`src/rtl/cla_pkg.sv`:
```
package cla_pkg;
  localparam int CLA_WIDTH  = 16;
  localparam int CLA_SLICE  = 4;
  localparam int CLA_NSLICE = CLA_WIDTH / CLA_SLICE;
endpackage

```
`src/rtl/cla_slice.sv`:
```
module cla_slice
  import cla_pkg::*;
(
  input  logic [CLA_SLICE-1:0] a_i,
  input  logic [CLA_SLICE-1:0] b_i,
  input  logic                 cin_i,
  output logic [CLA_SLICE-1:0] sum_o,
  output logic                 sgen_o,
  output logic                 sprop_o,
  output logic                 cout_o
);
  logic [CLA_SLICE-1:0] gen;
  logic [CLA_SLICE-1:0] prop;
  logic [CLA_SLICE:0]   cy;

  // step 1: per-bit terms
  always_comb begin
    gen  = a_i & b_i;
    prop = a_i | b_i;
  end

  // step 2: slice-level terms
  always_comb begin
    sprop_o = &prop;
    sgen_o  = gen[3]
            | (prop[3] & gen[2])
            | (prop[3] & prop[2] & gen[1])
            | (prop[3] & prop[2] & prop[1] & gen[0]);
  end

  // step 4: internal carries from the delivered carry-in
  always_comb begin
    cy[0] = cin_i;
    cy[1] = gen[0] | (prop[0] & cin_i);
    cy[2] = gen[1] | (prop[1] & gen[0]) | (prop[1] & prop[0] & cin_i);
    cy[3] = gen[2] | (prop[2] & gen[1]) | (prop[2] & prop[1] & gen[0])
          | (prop[2] & prop[1] & prop[0] & cin_i);
    cy[4] = gen[3] | (prop[3] & gen[2]) | (prop[3] & prop[2] & gen[1])
          | (prop[3] & prop[2] & prop[1] & gen[0])
          | (prop[3] & prop[2] & prop[1] & prop[0] & cin_i);
  end

  // step 5: sum bits
  always_comb begin
    sum_o  = a_i ^ b_i ^ cy[CLA_SLICE-1:0];
    cout_o = cy[CLA_SLICE];
  end

  always_comb begin
    if (sgen_o)
      p_slice_gen_r8: assert (cout_o == 1'b1);
    if (sprop_o && !sgen_o)
      p_slice_prop_r8: assert (cout_o == cin_i);
    p_slice_sum_r1: assert ({cout_o, sum_o} == ({1'b0, a_i} + {1'b0, b_i} + {4'd0, cin_i}));
  end
endmodule

```
`src/rtl/cla_lookahead.sv`:
```
module cla_lookahead
  import cla_pkg::*;
(
  input  logic [CLA_NSLICE-1:0] sgen_i,
  input  logic [CLA_NSLICE-1:0] sprop_i,
  input  logic                  cin_i,
  output logic [CLA_NSLICE:0]   carry_o
);
  logic [CLA_NSLICE-1:0] G;
  logic [CLA_NSLICE-1:0] P;

  always_comb begin
    G = sgen_i;
    P = sprop_i;
  end

  // step 3: slice carries, all flat two-level expressions
  always_comb begin
    carry_o[0] = cin_i;
    carry_o[1] = G[0] | (P[0] & cin_i);
    carry_o[2] = G[1] | (P[1] & G[0]) | (P[1] & P[0] & cin_i);
    carry_o[3] = G[2] | (P[2] & G[1]) | (P[2] & P[1] & G[0])
               | (P[2] & P[1] & P[0] & cin_i);
    carry_o[4] = G[3] | (P[3] & G[2]) | (P[3] & P[2] & G[1])
               | (P[3] & P[2] & P[1] & G[0])
               | (P[3] & P[2] & P[1] & P[0] & cin_i);
  end

  always_comb begin
    if ((&P) && cin_i)
      p_full_chain_r2: assert (carry_o[CLA_NSLICE] == 1'b1);
    if ((G == '0) && !cin_i)
      p_no_carry_r5: assert (carry_o == '0);
  end
endmodule

```
`src/rtl/cla16_adder.sv`:
```
module cla16_adder
  import cla_pkg::*;
(
  input  logic [CLA_WIDTH-1:0] op_a,
  input  logic [CLA_WIDTH-1:0] op_b,
  input  logic                 carry_i,
  output logic [CLA_WIDTH-1:0] sum_o,
  output logic                 carry_o
);
  logic [CLA_NSLICE-1:0] sgen;
  logic [CLA_NSLICE-1:0] sprop;
  logic [CLA_NSLICE-1:0] slice_cout;
  logic [CLA_NSLICE:0]   slice_cin;

  cla_lookahead u_lookahead (
    .sgen_i  (sgen),
    .sprop_i (sprop),
    .cin_i   (carry_i),
    .carry_o (slice_cin)
  );

  for (genvar k = 0; k < CLA_NSLICE; k++) begin : g_slice
    cla_slice u_slice (
      .a_i     (op_a[k*CLA_SLICE +: CLA_SLICE]),
      .b_i     (op_b[k*CLA_SLICE +: CLA_SLICE]),
      .cin_i   (slice_cin[k]),
      .sum_o   (sum_o[k*CLA_SLICE +: CLA_SLICE]),
      .sgen_o  (sgen[k]),
      .sprop_o (sprop[k]),
      .cout_o  (slice_cout[k])
    );
  end

  assign carry_o = slice_cin[CLA_NSLICE];

  always_comb begin
    p_sum_exact_r1: assert ({carry_o, sum_o} ==
                            ({1'b0, op_a} + {1'b0, op_b} + {{CLA_WIDTH{1'b0}}, carry_i}));
    p_no_ripple_r8: assert (slice_cout == slice_cin[CLA_NSLICE:1]);
  end
endmodule

```
`config.mk`:
```
export PLATFORM = sky130hd
export DESIGN_NAME = cla16_adder
export DESIGN_NICKNAME = d
export VERILOG_FILES = /design/src/rtl/cla_pkg.sv /design/src/rtl/cla_slice.sv /design/src/rtl/cla_lookahead.sv /design/src/rtl/cla16_adder.sv
export SDC_FILE = /design/constraint.sdc
export NUM_CORES = 1
export LEC_CHECK = 0
export BUFFER_PORTS_ARGS = -buffer_cell sky130_fd_sc_hd__buf_2
export CORE_UTILIZATION = 46
export DETAILED_ROUTE_END_ITERATION = 16
export PLACE_DENSITY_LB_ADDON = 0.2
export SYNTH_ARGS = -nofsm -noshare
export SYNTH_HDL_FRONTEND = slang
export SYNTH_SLANG_ARGS = --single-unit
export TNS_END_PERCENT = 100
```
`constraint.sdc`:
```
create_clock -name vclk -period 3
set_clock_uncertainty 0.2 [all_clocks]
set_input_delay 0.75 -clock vclk [all_inputs]
set_output_delay 0.75 -clock vclk [all_outputs]
set_load 0.005 [all_outputs]
```
==> results.md, run 1 <==
- Die height: 52.5 um
- Die Width: roughly 53 um
- Row count: 17
- Synth Instances: 154
- Syn_nets: about 220
- Outcome: did not finish
- CTS Hold Bufs: 0
- Synth cell types: 34
- I/O Pins: 50
- Synth Cell Area: around 1200 um^2
- Port Buffers: 50
- Post-Place Cell Area: 1930 um^2
- Yosys warns: 0
- Initial Utilization: 51.1%
- Post-CTS setup buffers: 14
- Resized Gates After CTS: between 50 and 60
- Stopped at: clock tree synthesis
- Synthesized area per cell: around 7.6 um^2
- Pre-CTS setup slack: -623 ps
- GPL Wtd Cong: 0.828
- First Error: [ERROR DPL-0033] detailed placement checks failed during check placement.
- DP HPWL: between 2000 and 3000 um
- Sequential element share of the synthesized area: 0%
[metrics by stage]
step	instances	hold WS [ps]	util, %
global placement	272	1740	84.2
floorplan	154	1480	-
detailed placement	272	1760	84.2
[Yosys cell counts, drive strengths merged, types with 2 or more instances]
cell	n	area share, %
o211a	2	1.7
a21oi	6	3.5
xor2	3	2.2
o211ai	6	5.9
nand2b	3	1.6
nor4	2	1.1
nor2	12	3.8
nand2	3	0.96
xnor2	6	4.5
nor3	7	3.0
or2	2	1.1
ha	32	34
a211oi	4	3.4
nor2b	6	3.2
fa	4	6.8
inv	40	13
o21a	2	1.3
o21ai	4	2.0
[cells by family after synthesis]
kind of cell / share of synthesized area (%)
buf+inv: 13.2
simple gates: 16.2
fa+ha+maj: 40.9
compound gates: 22.9
xor+xnor: 6.72
==> run 2, diff against run 1 <==
CORE_AREA = 2 2 63 65   (was default)
CORE_UTILIZATION = default   (was 46)
DIE_AREA = 0 0 65 67   (was default)
PLACE_DENSITY_LB_ADDON = 0.15   (was 0.2)
clock period = 3.9 ns   (was 3 ns; I/O delays follow)
==> results.md, run 2 <==
- Outcome: finished, final reports clean
- Max VDD drop: ~0.057 mV
- Hold slack: 2130 ps
- Initial antenna violation count: 0
- I/O Pins: 50
- Via-to-Cell Ratio: between 4 and 5
- Via count: 1281
- Arr. time, crit path: around 2700 ps
- Worst setup EP type: output port
- CP Class: primary input to output port
- Core Region: approximately 3600 um^2
- Relative slew slack: 77.1%
- MaxCap Viol Count: 0
- Most frequent cells in the layout: buf_2, buf_4, inv_1, ha_1, nor2_1
- Non-Filler Instances: roughly 290
- Number of global-route vias before repair: 1242
- Max-slew violation count: 0
- Synth cell types: 34
- Setup TNS: 0 ps
- GPL Wtd Cong: between 0.7 and 0.8
- Finished Cell Area: 1980 um^2
- Req. time, crit path: ~2700 ps
- Area of the multi-input gates: ~1200 um^2
- Tmin final: ~3900 ps
- Power per cell area: 132 nW/um^2
- Synthesized area per cell: roughly 7.6 um^2
- CTS Hold Bufs: 0
- Final ANT Viol Nets: 0
- Port Buffers: 50
- Leakage: ~1.1 nW
- Top-area cell type share of the netlist area: between 30% and 40%
- Post-Place Cell Area: 1700 um^2
- Met2 Routed Length: 1530 um
- Placed cell count: approximately 280
- HP Start: op_a[8]
- Total power: approximately 0.26 mW
- Post-layout utilization of the core: around 55%
- Most common cell after layout, fill and taps aside: buf_2
- Clkbuf count: 0
- Synth Instances: between 150 and 200
- Synth Cell Area: about 1200 um^2
- ANT cells: 0
- Met1 Wirelength: 1100 um
- Layout fillers: ~370
- Drt total wl: roughly 2700 um
- HP Class: primary input to output port
- Total grt overflow: 0
- Die Width: 65 um
- Area growth syn-to-layout: 68.7%
- Most common cell in the netlist: inv_1
- F_max: about 0.26 GHz
- Final Hold Viols: 0
- Die height: between 60 and 70 um
- Register Area: 0 um^2
- RSZ-0062 raised after global routing: true
- Pre-CTS setup slack: -181 ps
- Layout cells sized above 1: roughly half
- Routed len/inst: approximately 9.5 um
- Total GRT Usage: a little over an eighth
- Yosys warns: 0
- Hold worst-path end: sum_o[8]
- Post-route DRC: 0
- Area contributors post-synth: ha_1, inv_1, fa_1
- Largest net degree at the start of global routing: 6
- Critical-path maximum fanout: 2
- Row count: 22
- Worst-Margin Slew: roughly 340 ps
- Iteration count of the initial detailed-routing pass: 4
- DP HPWL: 2290 um
- Seq_cells: 0
- Sequential element share of the synthesized area: 0%
- Number of nets in the layout: 311
- WL met3: between 100 and 150 um
- DR top layer: met3
- First-pass GRT wire length: 4810 um
- Drt initial violations: 26
- Initial Utilization: between 30% and 40%
- Hold depth: 3
- Worst Setup Start Kind: primary input
- Die ar.: around 4400 um^2
- Synth top cells by count: inv_1, ha_1, nor2_1, nor3_1
- Syn_nets: approximately 220
- Setup violators final: 0
- Final worst setup slack: ~6.2 ps
- Post-synth top area cell: ha_1
- Period utilisation layout: 99.8%
run 2: final cells by class:
class / instances / share of cell area [%]
inverter: 41 / 8.34
multi-input combinational: 113 / 58.9
tap: 48 / 3.03
timing repair buffer: 86 / 29.7
run 2: critical path, cell delays in order:
cell	delay, ps
buf_2	100
ha_1	230
nor2b_1	150
buf_4	130
o21ai_2	150
o211ai_4	100
o22a_1	230
fa_1	380
xor2_1	150
buf_2	130
run 2: report_power, final:
group / total [mW] / internal (mW) / switching (mW)
Combinational: 0.261 / 0.146 / 0.115
Sequential: 0 / 0 / 0
Clock: 0 / 0 / 0
run 2: what timing repair did:
action                                  CTS  global route
buffers inserted                          3             4
endpoints found under the setup margin    5             7
gates resized for setup                  43            10
pin swaps                                12             7
endpoints found under the hold margin     0             0
run 2: cells by family (layout without fill, tap and decap cells):
logic type | Yosys count | in the layout | share of synthesized area, %
buffers and inverters | 41 | 127 | 13.2
XOR/XNOR | 9 | 9 | 6.72
adder cells (fa/ha/maj) | 36 | 36 | 40.9
AO/OA/AOI/OAI | 31 | 31 | 22.9
AND/OR/NAND/NOR | 37 | 37 | 16.2
run 2: metal layers:
metal	vias to the layer above	GRT usage, %
li1	674	-
met1	581	15.0
met2	26	27.6
met3	0	0.676
met4	0	0
met5	-	0
run 2: worst max-delay path by stage:
stage / startpoint / to / slack [ps] / cells past startpoint
final: op_a[2] / sum_o[9] / 6 / 10
after global placement: op_a[6] / sum_o[12] / -150 / 10
after detailed placement: op_a[6] / sum_o[12] / -180 / 10
after CTS: op_b[4] / sum_o[12] / -70 / 10
after floorplan: op_a[1] / sum_o[13] / 150 / 8
after global routing: op_a[6] / sum_o[12] / -110 / 11
Note: power is estimated with default switching activity, not from simulation.
==> run 3, diff against run 2 <==
CELL_PAD_IN_SITES_DETAIL_PLACEMENT = 0   (was default)
CELL_PAD_IN_SITES_GLOBAL_PLACEMENT = 1   (was default)
==> results.md, run 3 (synthesis gave the netlist of run 2 again) <==
- Outcome: finished with violations
- Violated checks: negative setup slack
- Setup TNS: -5.64 ps
- Placed cell count: roughly 280
- Arr. time, crit path: around 2700 ps
- GPL Wtd Cong: 0.809
- Setup crit start: op_a[3]
- Period utilisation layout: 100%
- Routed len/inst: between 10 and 15 um
- Row count: 22
- Worst setup EP type: output port
- Register Area: 0 um^2
- Core Region: 3610 um^2
- Critical-path maximum fanout: 3
- Area growth syn-to-layout: 73.5%
- Req. time, crit path: roughly 2700 ps
- CP Class: primary input to output port
- Initial antenna violation count: 0
- Die Width: between 60 and 70 um
- Setup violators final: 1
- RSZ-0062 raised after global routing: true
- MaxCap Viol Count: 0
- Final ANT Viol Nets: 0
- Hold slack: between 2000 and 2500 ps
- I/O Pins: 50
- Via count: about 1300
- Final Hold Viols: 0
- Largest net degree at the start of global routing: 6
- Total GRT Usage: between 10% and 20%
- Tmin final: about 4000 ps
- HP Class: primary input to output port
- Via-to-Cell Ratio: roughly 4.5
- CTS Hold Bufs: 0
- F_max: 0.256 GHz
- Drt initial violations: 33
- Non-Filler Instances: approximately 290
- First-pass GRT wire length: around 5500 um
- Post-route DRC: 0
- Die ar.: 4360 um^2
- DP HPWL: between 2000 and 3000 um
- Final worst setup slack: -5.64 ps
- Iteration count of the initial detailed-routing pass: 4
- Most common cell after layout, fill and taps aside: buf_2
- Number of nets in the layout: ~310
- Clkbuf count: 0
- Max VDD drop: between 0.06 and 0.07 mV
- Worst Setup Start Kind: primary input
- Power per cell area: 134 nW/um^2
- Layout cells sized above 1: 53.1%
- CP endpoint: sum_o[12]
- Drt total wl: about 3100 um
- Seq_cells: 0
- Number of global-route vias before repair: between 1000 and 1500
- Initial Utilization: roughly a third
- Post-layout utilization of the core: a little under three fifths
- Most frequent cells in the layout: buf_2, buf_4, inv_1, ha_1, nor2_1
- Total grt overflow: 0
- Die height: around 67 um
- Max-slew violation count: 0
- Worst-Margin Slew: 453 ps
- Layout fillers: ~360
- Relative slew slack: 69.5%
- Port Buffers: 50
- Leakage: about 1.1 nW
- Total power: around 0.27 mW
- ANT cells: 0
-- run 3: critical path: stages --
cell,delay [ps]
buf_8,80
inv_4,30
ha_4,160
nor4_4,280
o2111ai_2,160
o211ai_2,110
a21boi_2,100
o31ai_2,230
fa_2,470
buf_2,130
-- run 3: metal layers --
| metal | global-route usage (%) | wire [um] | vias to the layer above |
|---|---|---|---|
| met5 | 0 | 0 | - |
| met4 | 1.60 | 15 | 0 |
| met3 | 1.01 | 141 | 2 |
| met2 | 29.8 | 1620 | 36 |
| met1 | 18.8 | 1360 | 586 |
| li1 | - | - | 678 |
-- run 3: cell type report --
class | instances | area (um^2) | share of cell area [%]
Tap cell | 48 | 60.1 | 2.95
Multi-Input combinational cell | 113 | 1200 | 59.0
Inverter | 41 | 165 | 8.11
Timing Repair Buffer | 87 | 609 | 29.9
-- run 3: per-stage QoR --
step,instance area (um^2),setup slack (ps)
2_1_floorplan,1170,151
3_3_place_gp,1710,-149
3_5_place_dp,1710,-218
4_1_cts,1960,-99.2
5_1_grt,2040,-151
6_report,2040,-5.64
-- run 3: worst min path at each step --
stage	from	end	slack, ps	cells past startpoint
floorplan	op_b[12]	sum_o[12]	1900	1
global placement	op_b[12]	sum_o[12]	2110	3
detailed placement	op_b[8]	sum_o[8]	2140	3
CTS	op_b[12]	sum_o[12]	2160	3
global route	op_b[8]	sum_o[8]	2190	3
finish	op_b[12]	sum_o[12]	2170	3
-- run 3: where the power goes --
group	leakage [nW]	internal (mW)	switching, mW
clock	0	0	0
sequential	0	0	0
combinational	1.08	0.150	0.122
-- run 3: repair_timing --
| item | 4_1_cts | 5_1_grt |
|---|---|---|
| buffers inserted | 4 | 3 |
| gates resized for setup | 55 | 12 |
| setup endpoints to repair | 5 | 6 |
| pin swaps | 20 | 16 |
==> run 4, diff against run 3 <==
SETUP_SLACK_MARGIN = 0.5   (was default)
==> results.md, run 4 (synthesis gave the netlist of run 2 again) <==
- Outcome: finished, final reports clean
- Number of global-route vias before repair: between 1000 and 1500
- Post-layout utilization of the core: a little under 60%
- Seq_cells: 0
- Relative slew slack: between 70% and 80%
- Layout cells sized above 1: a little under three fifths
- GPL Wtd Cong: just under 0.8
- Critical-path maximum fanout: 3
- Req. time, crit path: 2720 ps
- Row count: 22
- Drt initial violations: 16
- Total GRT Usage: 14.0%
- Port Buffers: 50
- Core Region: 3610 um^2
- Sw Pwr: between 0.1 and 0.15 mW
- Die ar.: roughly 4400 um^2
- Leakage: 1.11 nW
- Area growth syn-to-layout: 82.7%
- Die Width: ~65 um
- DP HPWL: between 2000 and 3000 um
- Hold depth: 3
- Routed len/inst: around 11 um
- Arr. time, crit path: ~2700 ps
- I/O Pins: 50
- Max-slew violation count: 0
- Power share of the combinational group: 100.0%
- RSZ-0062 raised after global routing: true
- Number of nets in the layout: just over 300
- Power per cell area: 141 nW/um^2
- CP Class: primary input to output port
- MaxCap Viol Count: 0
- Initial Utilization: roughly a third
- Most frequent cells in the layout: buf_2, inv_1, buf_4, ha_1, buf_6
- Clkbuf count: 0
- Initial antenna violation count: 0
- Clk pwr share: 0%
- Setup crit start: op_b[8]
- Total grt overflow: 0
- Hold worst-path end: sum_o[8]
- HP Start: op_a[8]
- CTS Hold Bufs: 0
- F_max: about 0.26 GHz
- Hold slack: 2150 ps
- Most common cell after layout, fill and taps aside: buf_2
- Drt total wl: between 3000 and 4000 um
- Setup violators final: 0
- Tmin final: 3870 ps
- Final ANT Viol Nets: 0
- Die height: roughly 67 um
- ANT cells: 0
- HP Class: primary input to output port
- Flop pwr share: 0%
- Setup TNS: 0 ps
- Via-to-Cell Ratio: around 4.5
- Worst setup EP type: output port
- Layout fillers: approximately 340
- Sw Ratio: a little over two fifths
- First-pass GRT wire length: around 5000 um
- Worst-Margin Slew: approximately 380 ps
- Via count: ~1300
- Final Hold Viols: 0
- Post-route DRC: 0
- Largest net degree at the start of global routing: 6
- Worst Setup Start Kind: primary input
- Period utilisation layout: roughly 100%
- Max VDD drop: approximately 0.068 mV
- Pint: between 0.15 and 0.2 mW
- Iteration count of the initial detailed-routing pass: 4
- Register Area: 0 um^2
## run 4: power groups by stage
stage	registers, mW	logic (mW)	clock network (mW)
floorplan	0	0.145	0
global placement	0	0.243	0
detailed placement	0	0.249	0
CTS	0	0.287	0
global route	0	0.331	0
finish	0	0.302	0
## run 4: routing by layer
layer | global-route usage [%] | share of wire [%]
met5 | 0 | 0
met1 | 14.8 | 38
met3 | 0 | 3.7
met4 | 0.798 | 0.46
met2 | 31.3 | 57
## run 4: critical path, stage by stage
cell	delay, ps
buf_2	110
inv_2	50
ha_4	150
or2_4	240
o21a_1	190
a21boi_2	160
o31ai_2	210
fa_2	480
buf_2	140
## run 4: per-stage QoR
step / setup slack, ps / instance area (um^2) / cells / power [mW]
detailed placement: -157 / 1840 / 276 / 0.249
finish: 26.6 / 2140 / 288 / 0.302
global placement: -105 / 1840 / 276 / 0.243
global route: -57.8 / 2140 / 288 / 0.331
CTS: 8.59 / 2080 / 285 / 0.287
floorplan: 222 / 1350 / 154 / 0.145
## run 4: timing repair
item,4_1_cts,5_1_grt
pin swaps,25,4
setup buffers,9,3
gates resized for setup,44,8
setup endpoints to repair,14,14
gates cloned,0,0
## run 4: area by class of cell
| type | instances | area (um^2) | area share (%) |
|---|---|---|---|
| multi-input cells | 113 | 1270 | 59.3 |
| repair buffers | 86 | 634 | 29.6 |
| inverters | 41 | 178 | 8.28 |
| well taps | 48 | 60.1 | 2.80 |
## run 4: worst max path at each step
| stage | depth (start not counted) | end |
|---|---|---|
| floorplan | 8 | sum_o[12] |
| global placement | 10 | sum_o[12] |
| detailed placement | 10 | sum_o[12] |
| CTS | 9 | sum_o[12] |
| global route | 10 | sum_o[12] |
| finish | 9 | sum_o[12] |
